==> config.mk <==
export PLATFORM = sky130hd
export DESIGN_NAME = tiled_addr_gen
export DESIGN_NICKNAME = d
export VERILOG_FILES = /design/src/rtl/tag_pkg.sv /design/src/rtl/tag_walker.sv /design/src/rtl/tag_tile_map.sv /design/src/rtl/tag_swizzle.sv /design/src/rtl/tiled_addr_gen.sv
export SDC_FILE = /design/constraint.sdc
export NUM_CORES = 2
export LEC_CHECK = 0
export BUFFER_PORTS_ARGS = -buffer_cell sky130_fd_sc_hd__buf_2
export CORE_ASPECT_RATIO = 1.5
export CORE_MARGIN = 2
export CORE_UTILIZATION = 63
export CTS_CLUSTER_SIZE = 25
export DETAILED_ROUTE_END_ITERATION = 10
export PLACE_DENSITY = 0.82
export RECOVER_POWER = 25
export SYNTH_ARGS = -nofsm -noshare
export SYNTH_HDL_FRONTEND = slang
export SYNTH_SLANG_ARGS = --single-unit
==> constraint.sdc <==
create_clock -name clk -period 26.7 [get_ports clk]
set_input_delay 5.34 -clock clk [delete_from_list [all_inputs] [get_ports clk]]
set_output_delay 5.34 -clock clk [all_outputs]
set_load 0.03 [all_outputs]
==> src/rtl/tag_pkg.sv <==
package tag_pkg;
    typedef enum logic [2:0] {
        MODE_LINEAR = 3'd0,
        MODE_XT     = 3'd1,
        MODE_YT     = 3'd2,
        MODE_WT     = 3'd3,
        MODE_T4     = 3'd4
    } tile_mode_e;

    typedef enum logic [1:0] {
        ST_IDLE = 2'd0,
        ST_RUN  = 2'd1,
        ST_FIN  = 2'd2
    } walk_state_e;

    localparam int TILE_LOG2 = 12;
endpackage

==> src/rtl/tag_walker.sv <==
module tag_walker
    import tag_pkg::*;
#(
    parameter int COORD_W = 14
) (
    input  logic               clk,
    input  logic               rst_n,
    input  logic               start,
    input  logic [COORD_W-1:0] rect_w,
    input  logic [COORD_W-1:0] rect_h,
    input  logic               out_ready,
    output logic               out_valid,
    output logic               done,
    output logic               busy,
    output logic               launch,
    output logic [COORD_W-1:0] col,
    output logic [COORD_W-1:0] row
);
    walk_state_e        state_q, state_d;
    logic [COORD_W-1:0] w_q, h_q;
    logic               empty_rect, fire, last_col, last_row;

    assign empty_rect = (rect_w == '0) || (rect_h == '0);
    assign launch     = start && (state_q == ST_IDLE);
    assign fire       = out_valid && out_ready;
    assign last_col   = (col == w_q - COORD_W'(1));
    assign last_row   = (row == h_q - COORD_W'(1));

    always_ff @(posedge clk or negedge rst_n) begin
        if (!rst_n) state_q <= ST_IDLE;
        else        state_q <= state_d;
    end

    always_comb begin
        state_d = state_q;
        unique case (state_q)
            ST_IDLE: if (start) state_d = empty_rect ? ST_FIN : ST_RUN;
            ST_RUN:  if (fire && last_col && last_row) state_d = ST_FIN;
            ST_FIN:  state_d = ST_IDLE;
            default: state_d = ST_IDLE;
        endcase
    end

    always_comb begin
        out_valid = 1'b0;
        done      = 1'b0;
        busy      = 1'b1;
        unique case (state_q)
            ST_IDLE: busy      = 1'b0;
            ST_RUN:  out_valid = 1'b1;
            ST_FIN:  done      = 1'b1;
            default: busy      = 1'b0;
        endcase
    end

    always_ff @(posedge clk or negedge rst_n) begin
        if (!rst_n) begin
            w_q <= '0;
            h_q <= '0;
            col <= '0;
            row <= '0;
        end else if (launch) begin
            w_q <= rect_w;
            h_q <= rect_h;
            col <= '0;
            row <= '0;
        end else if (fire) begin
            if (last_col) begin
                col <= '0;
                row <= row + COORD_W'(1);
            end else begin
                col <= col + COORD_W'(1);
            end
        end
    end
endmodule

==> src/rtl/tag_tile_map.sv <==
module tag_tile_map
    import tag_pkg::*;
#(
    parameter int ADDR_W  = 32,
    parameter int PITCH_W = 18,
    parameter int COORD_W = 14,
    parameter int BX_W    = COORD_W + 4
) (
    input  tile_mode_e         mode,
    input  logic [ADDR_W-1:0]  base,
    input  logic [PITCH_W-1:0] pitch,
    input  logic [BX_W-1:0]    bx,
    input  logic [COORD_W-1:0] y,
    output logic [ADDR_W-1:0]  addr
);
    localparam int OFS_W = TILE_LOG2;

    logic [ADDR_W-1:0] pitch_a, bx_a, y_a, tcol, trow, span;
    logic [OFS_W-1:0]  intile;
    logic              tiled;

    assign pitch_a = ADDR_W'(pitch);
    assign bx_a    = ADDR_W'(bx);
    assign y_a     = ADDR_W'(y);

    always_comb begin
        tiled  = 1'b1;
        intile = '0;
        tcol   = '0;
        trow   = '0;
        span   = '0;
        unique case (mode)
            MODE_XT: begin
                intile = {y[2:0], bx[8:0]};
                tcol   = bx_a >> 9;
                trow   = y_a >> 3;
                span   = pitch_a << 3;
            end
            MODE_YT: begin
                intile = {bx[6:4], y[4:0], bx[3:0]};
                tcol   = bx_a >> 7;
                trow   = y_a >> 5;
                span   = pitch_a << 5;
            end
            MODE_WT: begin
                intile = {bx[5:3], y[5:2], bx[2], y[1], bx[1], y[0], bx[0]};
                tcol   = bx_a >> 6;
                trow   = y_a >> 6;
                span   = pitch_a << 5;
            end
            MODE_T4: begin
                intile = {y[4:3], bx[6], y[2], bx[5:4], y[1:0], bx[3:0]};
                tcol   = bx_a >> 7;
                trow   = y_a >> 5;
                span   = pitch_a << 5;
            end
            default: tiled = 1'b0;
        endcase
    end

    always_comb begin
        if (tiled)
            addr = base + trow * span + (tcol << TILE_LOG2) + ADDR_W'(intile);
        else
            addr = base + y_a * pitch_a + bx_a;
    end
endmodule

==> src/rtl/tag_swizzle.sv <==
module tag_swizzle
    import tag_pkg::*;
#(
    parameter int ADDR_W = 32
) (
    input  tile_mode_e        mode,
    input  logic              enable,
    input  logic [ADDR_W-1:0] addr_in,
    output logic [ADDR_W-1:0] addr_out
);
    logic fold;

    always_comb begin
        fold = 1'b0;
        if (enable) begin
            unique case (mode)
                MODE_XT: fold = addr_in[9] ^ addr_in[10];
                MODE_YT: fold = addr_in[9];
                default: fold = 1'b0;
            endcase
        end
        addr_out    = addr_in;
        addr_out[6] = addr_in[6] ^ fold;
    end
endmodule

==> src/rtl/tiled_addr_gen.sv <==
module tiled_addr_gen
    import tag_pkg::*;
#(
    parameter int ADDR_W  = 32,
    parameter int PITCH_W = 18,
    parameter int COORD_W = 14
) (
    input  logic               clk,
    input  logic               rst_n,
    input  logic [ADDR_W-1:0]  cfg_base,
    input  logic [PITCH_W-1:0] cfg_pitch,
    input  logic [2:0]         cfg_size_log2,
    input  logic [2:0]         cfg_mode,
    input  logic               cfg_swz_en,
    input  logic               start,
    input  logic [COORD_W-1:0] org_x,
    input  logic [COORD_W-1:0] org_y,
    input  logic [COORD_W-1:0] rect_w,
    input  logic [COORD_W-1:0] rect_h,
    output logic               out_valid,
    input  logic               out_ready,
    output logic [ADDR_W-1:0]  out_addr,
    output logic               done,
    output logic               busy
);
    localparam int BX_W = COORD_W + 4;

    logic               launch;
    logic [COORD_W-1:0] col, row;
    logic [ADDR_W-1:0]  base_q;
    logic [PITCH_W-1:0] pitch_q;
    logic [2:0]         size_q;
    tile_mode_e         mode_q;
    logic               swz_q;
    logic [COORD_W-1:0] ox_q, oy_q;
    logic [COORD_W-1:0] x_abs, y_abs;
    logic [BX_W-1:0]    bx;
    logic [ADDR_W-1:0]  raw_addr;

    tag_walker #(.COORD_W(COORD_W)) u_walk (
        .clk(clk), .rst_n(rst_n), .start(start),
        .rect_w(rect_w), .rect_h(rect_h), .out_ready(out_ready),
        .out_valid(out_valid), .done(done), .busy(busy),
        .launch(launch), .col(col), .row(row)
    );

    always_ff @(posedge clk or negedge rst_n) begin
        if (!rst_n) begin
            base_q  <= '0;
            pitch_q <= '0;
            size_q  <= '0;
            mode_q  <= MODE_LINEAR;
            swz_q   <= 1'b0;
            ox_q    <= '0;
            oy_q    <= '0;
        end else if (launch) begin
            base_q  <= cfg_base;
            pitch_q <= cfg_pitch;
            size_q  <= (cfg_size_log2 > 3'd4) ? 3'd4 : cfg_size_log2;
            mode_q  <= tile_mode_e'(cfg_mode);
            swz_q   <= cfg_swz_en;
            ox_q    <= org_x;
            oy_q    <= org_y;
        end
    end

    assign x_abs = ox_q + col;
    assign y_abs = oy_q + row;
    assign bx    = BX_W'(x_abs) << size_q;

    tag_tile_map #(
        .ADDR_W(ADDR_W), .PITCH_W(PITCH_W), .COORD_W(COORD_W), .BX_W(BX_W)
    ) u_map (
        .mode(mode_q), .base(base_q), .pitch(pitch_q),
        .bx(bx), .y(y_abs), .addr(raw_addr)
    );

    tag_swizzle #(.ADDR_W(ADDR_W)) u_swz (
        .mode(mode_q), .enable(swz_q), .addr_in(raw_addr), .addr_out(out_addr)
    );
endmodule


**After elaboration in Yosys (flattened, before gate mapping)**

Index checks and enable logic that the tools add are counted.

- Register bits after elaboration: 143
- Input port bits: 117
- Output and inout port bits: 35
- Logic and storage cells: 77

- $add $sub $neg: 11
- Multipliers: 2
- Order comparisons: 1
- Equal/unequal tests: 10
- Shift operators: 1
- Mux-type cells: 22
- Bitwise operators: 2
- Reduce and logical (&&, ||, !) cells: 16

Operators by type and width:

| cell | number |
|---|---|
| $add 32x32->32 | 3 |
| $mux 14 | 6 |
| $pmux 12 s4 | 1 |
| $pmux 23 s2 | 1 |
| $pmux 12 s3 | 1 |
| $pmux 11 s3 | 1 |
| $add 32x12->32 | 1 |
| $add 32x18->32 | 1 |
| $mul 14x18->32 | 1 |
| $mul 32x23->32 | 1 |
| $mux 32 | 1 |
| $add 14x1->14 const B | 2 |
| $add 14x14->14 | 2 |
| $eq 14x14->1 | 2 |
| $logic_not 14->1 | 2 |
| $sub 14x1->14 const B | 2 |
| $shl 14x3->18 | 1 |
| $eq 3x2->1 const B | 2 |
| $mux 2 | 3 |
| $mux 1 | 5 |
| $logic_and 1x1->1 | 4 |
| $pmux 2 s2 | 1 |
| $reduce_and 2->1 | 2 |
| $reduce_bool 2->1 | 2 |
| 15 further kinds | 17 |

**Logic depth before layout (Yosys ltp)**

- Depth in word-level cells: 12
- Mapped depth: 34
- Gate-level depth less buffers: 33

**Modules after synthesis**

A second synthesis with hierarchy kept.

- Cell total of the unflattened synthesis: 3196
- Area total of the unflattened synthesis: 28015.6 um^2

By module, submodules not included:

| module | times used | cells each | area an instance (um^2) | sequential area each (um^2) |
|---|---|---|---|---|
| tag_tile_map | 1 | 2252 | 18769.3 | 0.0 |
| tiled_addr_gen | 1 | 431 | 4927.2 | 2127.0 |
| tag_walker | 1 | 477 | 4031.4 | 1451.4 |
| tag_swizzle | 1 | 36 | 287.8 | 0.0 |

**Worst setup path before layout**

OpenSTA, ideal clock, no wires.

- Kind: register to output
- Start: reg u_walk.row[0]
- End: out out_addr[31]
- Data arrival time: 8865 ps
- Required time: 21360 ps
- Slack: 12495 ps
- Stages on the path, launching flop included: 33
- Buffers on the path: 1
- Cells stage by stage: dfrtp_1 -> ha_1 -> fa_1 -> a21o_1 -> a21oi_1 -> o21ai_0 -> and4_1 -> a2111oi_0 -> a21oi_1 -> xor2_1 -> a21boi_0 -> o21ai_0 -> clkbuf_1 -> nand2_1 -> fa_1 -> inv_1 -> fa_1 -> fa_1 -> fa_1 -> inv_1 -> fa_1 -> inv_1 -> ha_1 -> a21oi_1 -> o21ai_0 -> a211o_1 -> a41oi_1 -> nand2b_1 -> o221ai_1 -> o31a_1 -> o21ai_0 -> nand3_1 -> a311oi_1

- Word-level cells in the longest chain between the ends: 7
- Elaborated cells between the ends (all ways): 11
- Those cells by class: 6 x add/sub; 2 x mul; 3 x mux

Ends and longest elaborated chain:

| what | line | RTL |
|---|---|---|
| start, declared | tag_walker.sv:17 | `output logic [COORD_W-1:0] row` |
| start signal, assigned | tag_walker.sv:70 | `row <= row + COORD_W'(1);` |
| $add 14x14->14 (*) | tiled_addr_gen.sv:68 | `assign y_abs = oy_q + row;` |
| $pmux 11 s3 | tag_tile_map.sv:32 | `unique case (mode)` |
| $mul 32x23->32 | tag_tile_map.sv:63 | `addr = base + trow * span + (tcol << TILE_LOG2) + ADDR_W'(intile);` |
| $add 32x32->32 (2 in series) | tag_tile_map.sv:63 |  |
| $add 32x12->32 | tag_tile_map.sv:63 |  |
| $mux 32 (*) | tag_tile_map.sv:62 | `if (tiled)` |
| end, declared | tiled_addr_gen.sv:22 | `output logic [ADDR_W-1:0] out_addr,` |

Mark *: on every way between the ends. The rest lies on a longest branch, timed or not.

**Worst setup path in the final report**

Same ends and word-level chain as after synthesis.

==> results.md <==
* Setup violations, final at 0
* Share of layout cells above drive strength 1 at 7.633%
* Final Skew at 0.01049 ns
* Hold endpoint: swz_q
* Wire per inst at 20.84 µm
* CTS Buf Count at 17
* Number of synthesized flops with an enable pin at 0
* Detailed Routing Iterations Pass 1 at 6
* Synth warn at 0
* Max-Cap Viols at 2
* Vias in the first global route at 25451
* CTS tree: built
* Synth Register Bits at 143
* CTS Root Cell: clkbuf_16
* Drt drc at 0
* Main synth FF type: dfrtp_1
* Post-cts sizing count at 0
* Syn Inst Count at 3323
* Worst Tran Pin Value at 4.096 ns
* Failing checks: capacitance limit, slew limit
* Row count at 93
* Initial Util at 63.82%
* H-tree lvl count at 4
* RSZ-0062 raised after global routing: no
* Critical Path Start Type: register
* Crit Path Category: register to output pin
* Longest Clk Path Bufs at 2
* Critical path endpoint category: output pin
* Period Utilization, post-route at 61.35%
* Worst-path fanout max at 26
* Die ar. at 45220 µm²
* RR Startpoint: u_walk.state_q[1]
* Asr flop ratio synth at 100.0%
* Post-CTS Setup Inserts at 0
* # IOs at 152
* Max_slew headroom at -173.0%
* Netlist Area Pre-Place at 27400 µm²
* Tmin final at 16.38 ns
* Area grow syn2layout at 6.511%
* Post-Route Setup TNS at 0 ns
* Chip height at 259.4 µm
* Avg Cell Area, Syn at 8.247 µm²
* Worst Reg-to-Reg Cells at 8
* Min-delay worst type: register to register
* R2R Path End: mode_q[2]
* Min-delay src: swz_q
* Synth Net Count at 4084
* Pin count of the biggest net entering global routing at 93
* Total Routing Usage GR at 37.70%
* WHS Path Cells at 2
* Slew Viols, Final at 139
* Clock Sink Count at 143
* Routed wire length at 82330 µm
* Crit-path slowest cell: o21ai_1
* Register area share after synthesis at 13.06%
* Yosys cell types at 75
* First-pass GRT wire length at 132400 µm
* Flop-to-flop setup slack at 22.44 ns
* GP Congestion at 1.015
* Maximum clock rate at 61.05 MHz
* Clk slew on worst S/H paths at 0.07 ns
* Post-detail-place hpwl at 66140 µm
* Port bufs at 151
* Status: complete, but fails checks
* Initial antenna violation count at 3
* Fill cells at 3508
* Critical path arrival at 11.04 ns
* Via-to-Cell Ratio at 6.006
* Insertion delay to the later sink of the worst-skew pair at 0.45 ns
* Grt total ovfl at 0
* NumNets Final at 4129
* Initial DRC count at 2022
* Vias at 23730
* CP required at 21.36 ns
* Hold Violations, Final at 0
* Die W at 174.3 µm
* Post-route ant nets at 0
* Critical Path Most Common Cell: fa_1
* Hold_buf cts at 0
* Core region area at 42940 µm²
* CP peak stage delay at 1.01 ns
## logic make-up after synthesis
family                     count (synthesis)  synth area share, %
and+or+nand+nor                         1171                19.16
other                                      1              0.01368
DFF                                      143                13.06
muxes                                     27                1.196
buffers and inverters                    757                10.39
xor gates and xnor gates                 114                3.643
adders and majority gates                644                41.70
AOI/OAI and AO/OA                        466                10.83
## through the flow
stage	utilization [%]	std cells	hold slack [ns]	setup WS [ns]	cell area, µm²
2_1_floorplan	-	3323	0.4379	12.49	27400
3_3_place_gp	66.61	3919	0.4541	11.45	28600
3_5_place_dp	66.61	3919	0.4687	11.01	28600
4_1_cts	68.00	3950	0.4845	10.38	29200
5_1_grt	67.98	3951	0.5087	9.669	29190
6_report	67.98	3951	0.4818	10.32	29190
## state kept, by name, indices dropped and copies added, names as in the netlist
name / count
u_walk.w_q: 14
oy_q: 14
swz_q: 1
base_q: 32
size_q: 3
mode_q: 3
u_walk.h_q: 14
ox_q: 14
u_walk.row: 14
u_walk.col: 14
u_walk.state_q: 2
pitch_q: 18
## layout by cell type (no fill, tap or decap), types with 9 or more instances in the layout
master and count:
a21o_1 29, inv_1 590, xnor2_1 64, nand4_1 14
a21oi_1 101, a22o_1 17, nor2b_1 19, nand2b_1 20
buf_2 149, nand3_1 46, ha_1 195, o21a_1 18
and3_1 27, buf_4 40, a211oi_1 19, nor3_1 28
clkbuf_16 17, nor4_1 17, xor2_1 48, o21bai_1 13
or3_1 19, a31oi_1 11, o211ai_1 12, a22oi_1 22
nand2_1 661, or2_2 9, nor2_1 161, dfrtp_1 143
and2_1 117, o21ai_0 136, fa_1 449, mux2i_1 17
o31ai_1 19
## critical path, delay by kind of cell (launching register included)
family                   cells  cell delay, ns
buffers and inverters        5            0.71
AND/OR/NAND/NOR              4            0.86
multiplexers                 1            0.16
XOR/XNOR                     1            0.16
adder cells (fa/ha/maj)      8            3.53
flip-flops                   1            0.48
AO/OA/AOI/OAI               14            4.69
## metal layers
metal	vias up	track usage [%]	wire length [µm]
met5	-	0	13
li1	10477	-	-
met2	1175	65.21	40300
met3	386	6.576	6660
met1	11690	43.16	28910
met4	2	24.32	6452
## layout make-up
class / instances / area [µm²] / share of cell area, %
antenna: 1 / 2.502 / 0.008573
clock buffer: 19 / 452.9 / 1.552
clock inverter: 12 / 146.4 / 0.5015
inverter: 591 / 2218 / 7.600
multi-input combinational: 2423 / 21020 / 72.01
sequential: 143 / 3578 / 12.26
tap: 570 / 713.2 / 2.443
timing repair buffer: 192 / 1057 / 3.622
## worst max path at each step
stage | cells past startpoint | slack (ns) | to | start
final | 33 | 10.32 | out_addr[31] | u_walk.row[0]
after global routing | 33 | 9.67 | out_addr[31] | u_walk.row[0]
after CTS | 33 | 10.38 | out_addr[31] | u_walk.row[0]
after detailed placement | 33 | 11.01 | out_addr[31] | u_walk.row[0]
after global placement | 33 | 11.45 | out_addr[31] | u_walk.row[0]
after floorplan | 32 | 12.49 | out_addr[31] | u_walk.row[0]
## synth_stat cells, types with 9 or more instances
cell type  number  area share (%)
and3_1         27            0.62
nand3_1        46            0.84
xor2_1         48             1.5
xnor2_1        66             2.1
nand2_1       662             9.1
mux2i_1        17            0.62
or3_1          19            0.43
fa_1          449              33
a22oi_1        22            0.60
o21a_1         18            0.49
nand4_1        14            0.32
ha_1          195             8.9
a211oi_1       19            0.52
o21ai_0       138             2.5
o21bai_1       13            0.36
and2_1        117             2.7
a22o_1         17            0.54
a21o_1         29            0.79
buf_1          12            0.16
nor3_1         29            0.53
a31oi_1        11            0.25
inv_1         590             8.1
dfrtp_1       143              13
a21oi_1       101             1.8
o31ai_1        19            0.52
nand2b_1       20            0.46
or2_2           9            0.21
nor2b_1        19            0.43
nor2_1        164             2.2
o211ai_1       12            0.33
clkbuf_1      150             2.1
nor4_1         17            0.39
Power is left out: the tool's default activity adds up to more than one toggle a clock period on the data nets, which glitch-free logic cannot reach.
